$ cat src/rtl/herald_pkg.sv
package herald_pkg;
    typedef enum logic {
        ST_IDLE = 1'b0,
        ST_HIT  = 1'b1
    } herald_state_e;
endpackage

$ cat src/rtl/herald_cfg_reg.sv
module herald_cfg_reg #(
    parameter int NUM_PAT = 4,
    parameter int NUM_IN  = 4,
    localparam int CFG_W  = NUM_PAT * NUM_IN + NUM_PAT
) (
    input  logic             clk,
    input  logic             rst_n,
    input  logic             we_i,
    input  logic [CFG_W-1:0] wdata_i,
    output logic [CFG_W-1:0] cfg_o
);
    always_ff @(posedge clk or negedge rst_n) begin
        if (!rst_n) begin
            cfg_o <= '0;
        end else if (we_i) begin
            cfg_o <= wdata_i;
        end
    end
endmodule

$ cat src/rtl/herald_pat_cmp.sv
module herald_pat_cmp #(
    parameter int NUM_IN = 4
) (
    input  logic [NUM_IN-1:0] pattern_i,
    input  logic              enable_i,
    input  logic [NUM_IN-1:0] fired_i,
    output logic              hit_o
);
    always_comb begin
        hit_o = enable_i && (fired_i == pattern_i);
    end
endmodule

$ cat src/rtl/herald_matcher.sv
module herald_matcher #(
    parameter int NUM_PAT = 4,
    parameter int NUM_IN  = 4,
    localparam int CFG_W  = NUM_PAT * NUM_IN + NUM_PAT,
    localparam int EN_LSB = NUM_PAT * NUM_IN
) (
    input  logic               clk,
    input  logic               rst_n,
    input  logic               cfg_we_i,
    input  logic [CFG_W-1:0]   cfg_wdata_i,
    input  logic [NUM_IN-1:0]  fired_i,
    input  logic               eval_i,
    output logic               success_o,
    output logic [NUM_PAT-1:0] match_o
);
    import herald_pkg::*;

    logic [CFG_W-1:0]   cfg_q;
    logic [NUM_PAT-1:0] hit_vec;
    logic               any_hit;
    logic               take_hit;
    herald_state_e      state_q, state_d;
    logic [NUM_PAT-1:0] match_q, match_d;

    herald_cfg_reg #(.NUM_PAT(NUM_PAT), .NUM_IN(NUM_IN)) u_cfg (
        .clk     (clk),
        .rst_n   (rst_n),
        .we_i    (cfg_we_i),
        .wdata_i (cfg_wdata_i),
        .cfg_o   (cfg_q)
    );

    for (genvar g = 0; g < NUM_PAT; g++) begin : g_cmp
        herald_pat_cmp #(.NUM_IN(NUM_IN)) u_cmp (
            .pattern_i (cfg_q[g*NUM_IN +: NUM_IN]),
            .enable_i  (cfg_q[EN_LSB + g]),
            .fired_i   (fired_i),
            .hit_o     (hit_vec[g])
        );
    end

    always_comb begin
        any_hit  = |hit_vec;
        take_hit = eval_i && any_hit;
    end

    // Next-state logic
    always_comb begin
        state_d = state_q;
        match_d = '0;
        unique case (state_q)
            ST_IDLE: begin
                if (take_hit) begin          // IDLE_TO_HIT
                    state_d = ST_HIT;
                    match_d = hit_vec;
                end
            end
            ST_HIT: begin
                if (take_hit) begin          // HIT_TO_HIT
                    state_d = ST_HIT;
                    match_d = hit_vec;
                end else begin               // HIT_TO_IDLE
                    state_d = ST_IDLE;
                end
            end
            default: state_d = ST_IDLE;
        endcase
    end

    // State register
    always_ff @(posedge clk or negedge rst_n) begin
        if (!rst_n) begin
            state_q <= ST_IDLE;
            match_q <= '0;
        end else begin
            state_q <= state_d;
            match_q <= match_d;
        end
    end

    // Outputs
    always_comb begin
        success_o = (state_q == ST_HIT);
        match_o   = success_o ? match_q : '0;
    end
endmodule

$ cat config.mk
export PLATFORM = sky130hd
export DESIGN_NAME = herald_matcher
export DESIGN_NICKNAME = d
export VERILOG_FILES = /design/src/rtl/herald_pkg.sv /design/src/rtl/herald_cfg_reg.sv /design/src/rtl/herald_pat_cmp.sv /design/src/rtl/herald_matcher.sv
export SDC_FILE = /design/constraint.sdc
export NUM_CORES = 1
export LEC_CHECK = 0
export ABC_AREA = 1
export BUFFER_PORTS_ARGS = -buffer_cell sky130_fd_sc_hd__buf_2
export CAP_MARGIN = 20
export CELL_PAD_IN_SITES_DETAIL_PLACEMENT = 2
export CELL_PAD_IN_SITES_GLOBAL_PLACEMENT = 2
export CORE_MARGIN = 8
export CORE_UTILIZATION = 26
export CTS_BUF_LIST = sky130_fd_sc_hd__clkbuf_2 sky130_fd_sc_hd__clkbuf_4 sky130_fd_sc_hd__clkbuf_8
export DETAILED_ROUTE_END_ITERATION = 8
export PLACE_DENSITY_LB_ADDON = 0.1
export SLEW_MARGIN = 5
export SYNTH_ARGS = -nofsm -noshare
export SYNTH_HDL_FRONTEND = slang
export SYNTH_HIERARCHICAL = 1
export SYNTH_SLANG_ARGS = --single-unit
export TNS_END_PERCENT = 50
$ cat constraint.sdc
create_clock -name clk -period 1 [get_ports clk]
set_input_delay 0.15 -clock clk [delete_from_list [all_inputs] [get_ports clk]]
set_output_delay 0.15 -clock clk [all_outputs]
set_load 0.005 [all_outputs]
* Word level (Yosys, flattened, before mapping)
Cells that the tools add are included.
Widths: inputs -> output; s select.
** Word-level totals
- Bits in registers :: 25
- Input port bits :: 28
- Output and inout port bits :: 5
- Word-level logic and storage cells :: 16
** Operators by class
- Eq/ne operators :: 4
- Mux-type cells :: 3
- Reduce and logical (&&, ||, !) cells :: 6
** Operators with widths (count)
- $eq 4x4->1 :: 4
- $mux 4 :: 2
- $logic_and 1x1->1 :: 5
- $reduce_or 4->1 :: 1
- $mux 1 :: 1

* Depth between registers and ports, before layout
Gate-level depths: netlist of run 1.
- Depth after elaboration :: 5
- Mapped depth :: 10
- Mapped depth without buffers :: 10

* Modules after synthesis
Netlist of run 1, hierarchy kept.
** By module, submodules not included
- herald_cfg_reg :: times used 1, cells each 85, area each 767.0 um2, seq. area each 500.5 um2
- herald_pat_cmp :: times used 4, cells each 20, area each 86.3 um2, seq. area each 0.0 um2
- herald_matcher :: times used 1, cells each 26, area each 209.0 um2, seq. area each 125.1 um2

* Worst setup path after synthesis of run 1
OpenSTA, ideal clock, no wires.
- Kind :: reg-to-reg
- Start point :: register u_cfg.cfg_o[9]
- End point :: register state_q, in the netlist success_o
- Library setup time :: 0.114 ns
- Arrival time :: 0.944 ns
- Data required time :: 0.886 ns
- Setup slack :: -0.059 ns
- Stages on the path, launching flop included :: 8
- Buffers on the path :: 0
- Period minus slack after synthesis :: 1.059 ns
- Path through :: dfrtp_1 > or2_1 > nand3_1 > nor2_1 > nor2_1 > nand2_1 > nand2_2 > inv_1
** Between the ends
- Cells in the longest elaborated chain, start to end :: 5
** Ends and longest elaborated chain
- start, declared :: line herald_cfg_reg.sv:10 : output logic [CFG_W-1:0] cfg_o
- start signal, assigned :: line herald_cfg_reg.sv:16 : cfg_o <= wdata_i;
- $eq 4x4->1 :: line herald_pat_cmp.sv:10 : hit_o = enable_i && (fired_i == pattern_i);
- $logic_and 1x1->1 :: line herald_pat_cmp.sv:10
- net hit_vec[2] :: line herald_matcher.sv:19 : logic [NUM_PAT-1:0] hit_vec;
- $reduce_or 4->1 :: line herald_matcher.sv:43 : any_hit = |hit_vec;
- $logic_and 1x1->1 :: line herald_matcher.sv:44 : take_hit = eval_i && any_hit;
- $mux 1 :: line herald_matcher.sv:53, herald_matcher.sv:59
- net state_d :: line herald_matcher.sv:22 : herald_state_e state_q, state_d;
- end signal, assigned :: line herald_matcher.sv:76 : state_q <= state_d;
- end, declared :: line herald_matcher.sv:22
The timed path passes the listed nets, and every way through them passes these cells.
A chain may end at the register's enable or synchronous reset.

* Final worst setup path of run 1
- Start point :: register u_cfg.cfg_o[11]
- End point :: register state_q, in the netlist success_o
Same word-level chain as after synthesis.

==> reports/qor.csv, run 1 <==
stage;metric;value;unit
route;vias per inst;4.083;
power_and_ir_drop;power per cell area;1275;nW/µm²
global_routing;initial antenna violation count;0;
power_and_ir_drop;Peak VDD IR;0.4169;mV
logic_synthesis;Synth Area in Compound Gates;1.515;%
placed_design;dpl ws;-0.1594;ns
placed_design;post-DP HPWL;2.916;mm
floorplan;starting density of the core;26.37;%
route;Routed wire per std cell;12.32;µm
timing;post-route clock skew;0.006360;ns
job;Max-cap violations;0;
timing;Final Slew Violations;0;
setup_path;crit path DAT;1.32;ns
final_layout;layout cells sized above 1;26.18;%
logic_synthesis;synth unique cells;12;
final_layout;area delta synth->final;30.11;%
timing;Tightest Pin Transition;0.3486;ns
outcome;status;complete, but fails checks;
floorplan;total core area;5010;µm²
global_routing;largest net degree at the start of global routing;21;
hold_path;type of the tightest min-delay check;in2reg;
timing;fmax;0.8732;GHz
route;DR vias;1237;
power_and_ir_drop;power consumption;2.192;mW
final_layout;final net count;262;
clock_tree;Clock Latency Late Sink;0.27;ns
clock_tree;htree depth;1;
global_routing;gr usage total;10.79;%
logic_synthesis;area share of fa/ha/maj cells after synthesis;0;%
logic_synthesis;Synth warnings;6;
power_and_ir_drop;static leakage;1.055;nW
timing;PnR worst setup slack;-0.1452;ns
clock_tree;Sink Count;25;
setup_path;Max FO, Critical Path;3;
logic_synthesis;largest family of logic cells by synthesized area;simple AND/OR/NAND/NOR gates;
route;1st-pass router iterations;4;
floorplan;chip width;87.29;µm
setup_path;Critical Path Sink Type;flip-flop;
route;Routed Antenna Nets;0;
placed_design;DP Area;1589;µm²
logic_synthesis;Seq/Total Area, Yosys;47.35;%
logic_synthesis;post-synthesis average cell area;6.918;µm²
logic_synthesis;xor-xnor portion of the synthesized cell area;0;%
timing;Slew HR;76.73;%
placed_design;global placer's final weighted congestion;0.7456;
logic_synthesis;syn nets;219;
clock_tree;Reg clk slew, reported paths;0.10;ns
setup_path;R2R setup slack;-0.15;ns
global_routing;first-pass GRT wire length;6.430;mm
outcome;failing checks;setup timing;
setup_path;Startpoint Class;flip-flop;
logic_synthesis;Synth Area in Simple Gates;37.50;%
clock_tree;CTS tree;built;
route;WL final;3.732;mm
final_layout;antenna diode count;0;
timing;Hold Fails Final Rpt;0;
placed_design;Port-buffer cells;32;
logic_synthesis;mux contribution to synthesized area;0;%
floorplan;io pins;33;
clock_tree;CTS Buf Count;3;
global_routing;vias in the first global route;1367;
setup_path;Setup CP Type;reg2reg;
route;Residual DRC;0;
timing;final worst path period share;114.5;%
logic_synthesis;#FFs+latches synth;25;
setup_path;CP required;1.17;ns
logic_synthesis;Mapped Cells;191;
clock_tree;CTS max path bufs;2;
timing;Setup Viol. Count Final;9;
global_routing;total congestion overflow;0;
timing;crit path time final;1.145;ns
logic_synthesis;Cell Area, Synth;1321;µm²
route;DRT iter0 DRCs;25;
timing;unrepaired setup endpoints after global routing;yes;
floorplan;Die Span Y;87.29;µm
floorplan;total die area;7619;µm²
clock_tree;root buf cell;clkbuf_8;
floorplan;# rows;26;
final_layout;cell area after layout;1719;µm²
cells in the mapped netlist:
master	n	share of area, %
nand3_1	8	3.0
a21oi_1	4	1.5
nor2_1	6	1.7
inv_2	1	0.28
dfrtp_1	25	47
nand2_1	92	26
buf_4	2	1.1
nand2_2	1	0.47
or2_1	12	5.7
buf_6	2	1.7
nor2_2	1	0.47
inv_1	37	11
final cells by class:
type | instances | area, µm²
Fill cell | 647 | 3291
Sequential cell | 25 | 625.6
Multi-Input combinational cell | 124 | 564.3
Timing Repair Buffer | 42 | 250.2
Inverter | 38 | 142.6
Tap cell | 70 | 87.58
Clock buffer | 4 | 48.80
per-layer routing:
| metal | part of all wire (%) | global-route usage, % | up-vias | wire length [µm] |
|---|---|---|---|---|
| met4 | 0.62 | 3.750 | 0 | 23 |
| met2 | 49 | 17.98 | 21 | 1823 |
| li1 | - | - | 628 | - |
| met5 | 0 | 0 | - | 0 |
| met1 | 46 | 13.07 | 586 | 1708 |
| met3 | 4.7 | 2.642 | 2 | 177 |
cells in the final DEF, fill, tap and decap left out, types with 4 or more instances in the layout:
cell type and instances:
buf_2 32, buf_4 8, dfrtp_1 25, inv_1 35
nand2_1 90, nand3_1 4, nand3_2 4, or2_1 12
cell families after synthesis:
logic type	Yosys count
AND/OR/NAND/NOR	120
flip-flops	25
buffers and inverters	42
AO/OA/AOI/OAI	4
path summary, 6_finish.rpt:
path / from / endpoint / cells past startpoint
worst max-delay path: u_cfg/cfg_o[11] / success_o / 7
worst min-delay path: cfg_wdata_i[14] / u_cfg/cfg_o[14] / 3
worst max register to register: u_cfg/cfg_o[11] / success_o / 7
worst min register to register: u_cfg/cfg_o[19] / u_cfg/cfg_o[19] / 2
max in group asynchronous: rst_n / u_cfg/cfg_o[2] / 3
min in group asynchronous: rst_n / u_cfg/cfg_o[9] / 2
critical path, stage by stage (launching register included):
cell	delay [ns]
dfrtp_1	0.41
or2_1	0.22
nand3_1	0.13
nor2_4	0.05
nor2_2	0.07
nand2_1	0.06
nand2_2	0.07
inv_1	0.04
metrics by stage:
stage	hold slack (ns)	cells	setup TNS [ns]	utilization [%]
floorplan	-0.1456	191	-0.08165	-
global placement	0.06543	295	-0.4210	31.72
detailed placement	0.06969	295	-0.5309	31.72
CTS	0.05987	301	-1.009	33.39
global route	0.06889	303	-1.620	34.32
finish	0.06886	303	-0.8164	34.32
power breakdown:
group	leakage (nW)	total (mW)	switching, mW	internal, mW
registers	0.313	1.14	0.0531	1.09
clock network	0.0262	0.651	0.338	0.313
logic	0.715	0.402	0.229	0.173
total	1.05	2.19	0.620	1.57
repair_timing:
item / CTS / global route
hold buffers: 1 / 0
pin swaps: 13 / 8
buffers inserted: 1 / 2
gates cloned: 0 / 0
hold endpoints to repair: 11 / 0
endpoints found under the setup margin: 10 / 10
gates resized for setup: 8 / 7
sequential cells by signal, indices dropped and copies added (netlist names):
| name | count |
|---|---|
| u_cfg/cfg_o | 20 |
| success_o | 1 |
| match_q | 4 |
No activity file was read; power rests on OpenSTA's default activity.
==> run 2, diff against run 1 <==
BUFFER_PORTS_ARGS = -buffer_cell sky130_fd_sc_hd__buf_4   (was -buffer_cell sky130_fd_sc_hd__buf_2)
CORE_UTILIZATION = 29   (was 26)
TNS_END_PERCENT = 1   (was 50)
clock period = 1.3 ns   (was 1 ns; I/O delays follow)
==> run 2 against run 1 <==
Effect of this change: global-route usage grew 0.60 points; the run now ends clean; non-clock buffer count shrank 9; via count shrank 1.5%; routed wire length grew 0.43%; cell count shrank 8.9%; highest routed layer unchanged; sequential power shrank 23%; utilization grew 3.2 points; sequential share of layout area grew 1.6 points; largest power group unchanged.
==> reports/qor.csv, run 2 (synthesized netlist as in run 1, its figures left out) <==
stage;metric;value;unit;change
power_and_ir_drop;power per cell area;998.1;nW/µm²;-22%
floorplan;chip width;83.50;µm;-4.3%
placed_design;DP Area;1589;µm²;unchanged
floorplan;Die Span Y;83.50;µm;-4.3%
route;Routed Antenna Nets;0;;unchanged
final_layout;commonest non-fill, non-tap cell in the layout;nand2_1;;
placed_design;post-DP HPWL;2.981;mm;+2.2%
final_layout;max reg flops;20;;unchanged
floorplan;starting density of the core;30.14;%;+3.8 points
clock_tree;CTS tree;built;;
setup_path;critical path, cell by cell;nand2_1, inv_1, buf_4;;
setup_path;CP peak stage delay;0.43;ns;+0.02 ns
timing;Setup Viol. Count Final;0;;-9
global_routing;largest net degree at the start of global routing;26;;+24%
placed_design;Port-buffer cells;32;;unchanged
global_routing;total congestion overflow;0;;unchanged
timing;post-route clock skew;0.005842;ns;-0.0005182 ns
power_and_ir_drop;static leakage;1.024;nW;-2.9%
route;1st-pass router iterations;4;;unchanged
route;WL final;3.748;mm;+0.43%
timing;Final Slew Violations;0;;unchanged
setup_path;Critical-path top delay cell;dfrtp_1;;
job;Max-cap violations;0;;unchanged
timing;Tightest Pin Transition;0.3620;ns;+0.01341 ns
timing;final worst path period share;88.52;%;
timing;crit path time final;1.151;ns;
timing;Hold Fails Final Rpt;0;;unchanged
clock_tree;CTS Buf Count;3;;unchanged
power_and_ir_drop;Peak VDD IR;0.3462;mV;-17%
setup_path;Startpoint Class;flip-flop;;
outcome;status;finished, final reports clean;;
hold_path;type of the tightest min-delay check;in2reg;;
clock_tree;post_cts resized;0;;-8
global_routing;gr usage total;11.38;%;+0.60 points
route;vias per inst;4.413;;+8.1%
floorplan;# rows;24;;-7.7%
final_layout;fill count;537;;-17%
final_layout;most flop-heavy register;u_cfg/cfg_o;;
setup_path;Worst Path Buf+Inv;2;;+1
timing;PnR worst setup slack;0.1492;ns;+0.2943 ns
global_routing;initial antenna violation count;0;;unchanged
clock_tree;CTS max path bufs;2;;unchanged
setup_path;Setup CP Type;reg2out;;
setup_path;Critical Path Sink Type;primary output;;
floorplan;total core area;4384;µm²;-12%
floorplan;io pins;33;;unchanged
clock_tree;Reg clk slew, reported paths;0.10;ns;about the same
clock_tree;Sink Count;25;;unchanged
timing;fmax;0.8689;GHz;
clock_tree;root buf cell;clkbuf_8;;
placed_design;global placer's final weighted congestion;0.7199;;-3.4%
setup_path;family with the most delay on the worst path;flip-flops;;
clock_tree;htree depth;1;;unchanged
placed_design;dpl ws;0.1502;ns;+0.3095 ns
route;DR vias;1218;;-1.5%
floorplan;total die area;6972;µm²;-8.5%
timing;Slew HR;75.83;%;-0.90 points
final_layout;antenna diode count;0;;unchanged
final_layout;final net count;253;;-3.4%
setup_path;CP required;1.11;ns;-0.06 ns
final_layout;most frequent cells in the layout;nand2_1 (92), inv_1 (37), buf_4 (32);;
final_layout;Multi-input gate area;515.5;µm²;-8.6%
timing;setup tns final;0;ns;+0.8164 ns
final_layout;Finished Layout Cells;276;;-8.9%
timing;unrepaired setup endpoints after global routing;no;;
final_layout;register area;625.6;µm²;unchanged
final_layout;layout cells sized above 1;17.41;%;-8.8 points
setup_path;Max FO, Critical Path;5;;+2
route;Residual DRC;0;;unchanged
placed_design;dpl cells;271;;-8.1%
global_routing;vias in the first global route;1427;;+4.4%
route;DRT iter0 DRCs;19;;-24%
clock_tree;Clock Latency Late Sink;0.28;ns;about the same
final_layout;area delta synth->final;24.53;%;
global_routing;first-pass GRT wire length;6.596;mm;+2.6%
setup_path;crit path DAT;0.96;ns;-0.36 ns
final_layout;cell area after layout;1645;µm²;-4.3%
route;Routed wire per std cell;13.58;µm;+10%
timing;Hold WS;0.1113;ns;+0.04247 ns
==> run 2: changes by cell type in the layout (fill, tap and decap cells not counted), moves of 4 or more <==
cell,change
buf_4,+24
buf_2,-32
nand3_1,+4
nor2_1,+4
nand3_2,-4
==> run 2: area by class of cell <==
class	count	area share [%]
well taps	52	3.954
flip-flops and latches	25	38.02
clock buffers	3	2.510
multi-input cells	124	31.33
inverters	38	8.669
clock inverters	1	0.3042
repair buffers	33	15.21
==> run 2: where the power goes <==
group	total (mW)	internal, mW	switching, mW
registers	0.876	0.836	0.0397
clock network	0.483	0.215	0.268
logic	0.284	0.128	0.156
total	1.64	1.18	0.464
==> run 2: path summary, 6_finish.rpt <==
kind,startpoint,slack [ns],cells past startpoint,endpoint
setup reg to reg,u_cfg/cfg_o[2],0.15,9,match_q[3]
hold reg to reg,u_cfg/cfg_o[8],0.48,2,u_cfg/cfg_o[8]
min in group asynchronous,rst_n,0.37,2,success_o
max in group asynchronous,rst_n,0.67,2,u_cfg/cfg_o[19]
hold / removal,cfg_wdata_i[17],0.11,3,u_cfg/cfg_o[17]
setup / recovery,success_o,0.15,3,match_o[2]
==> run 2: routing by layer <==
metal  vias up  part of all wire (%)  global-route usage (%)
met5         -                     0                       0
met1       579                    43                   12.77
met4         0                   1.3                   3.768
met3         5                   3.7                   2.246
met2        26                    52                   20.79
li1        608                     -                       -
==> run 2: through the flow <==
stage	util, %	total power [mW]
after detailed placement	36.24	1.185
after floorplan	-	1.042
after global placement	36.24	1.162
after CTS	37.53	1.690
after global routing	37.53	1.758
final	37.53	1.642
==> run 2: tightest hold or removal path, delay by kind of cell <==
family,cells,cell delay [ns]
and+or+nand+nor,2,0.09
buffers and inverters,1,0.07
==> run 2: timing repair <==
item / in CTS / in global routing
setup buffers: 0 / 0
hold buffers: 1 / 0
endpoints found under the hold margin: 25 / 0
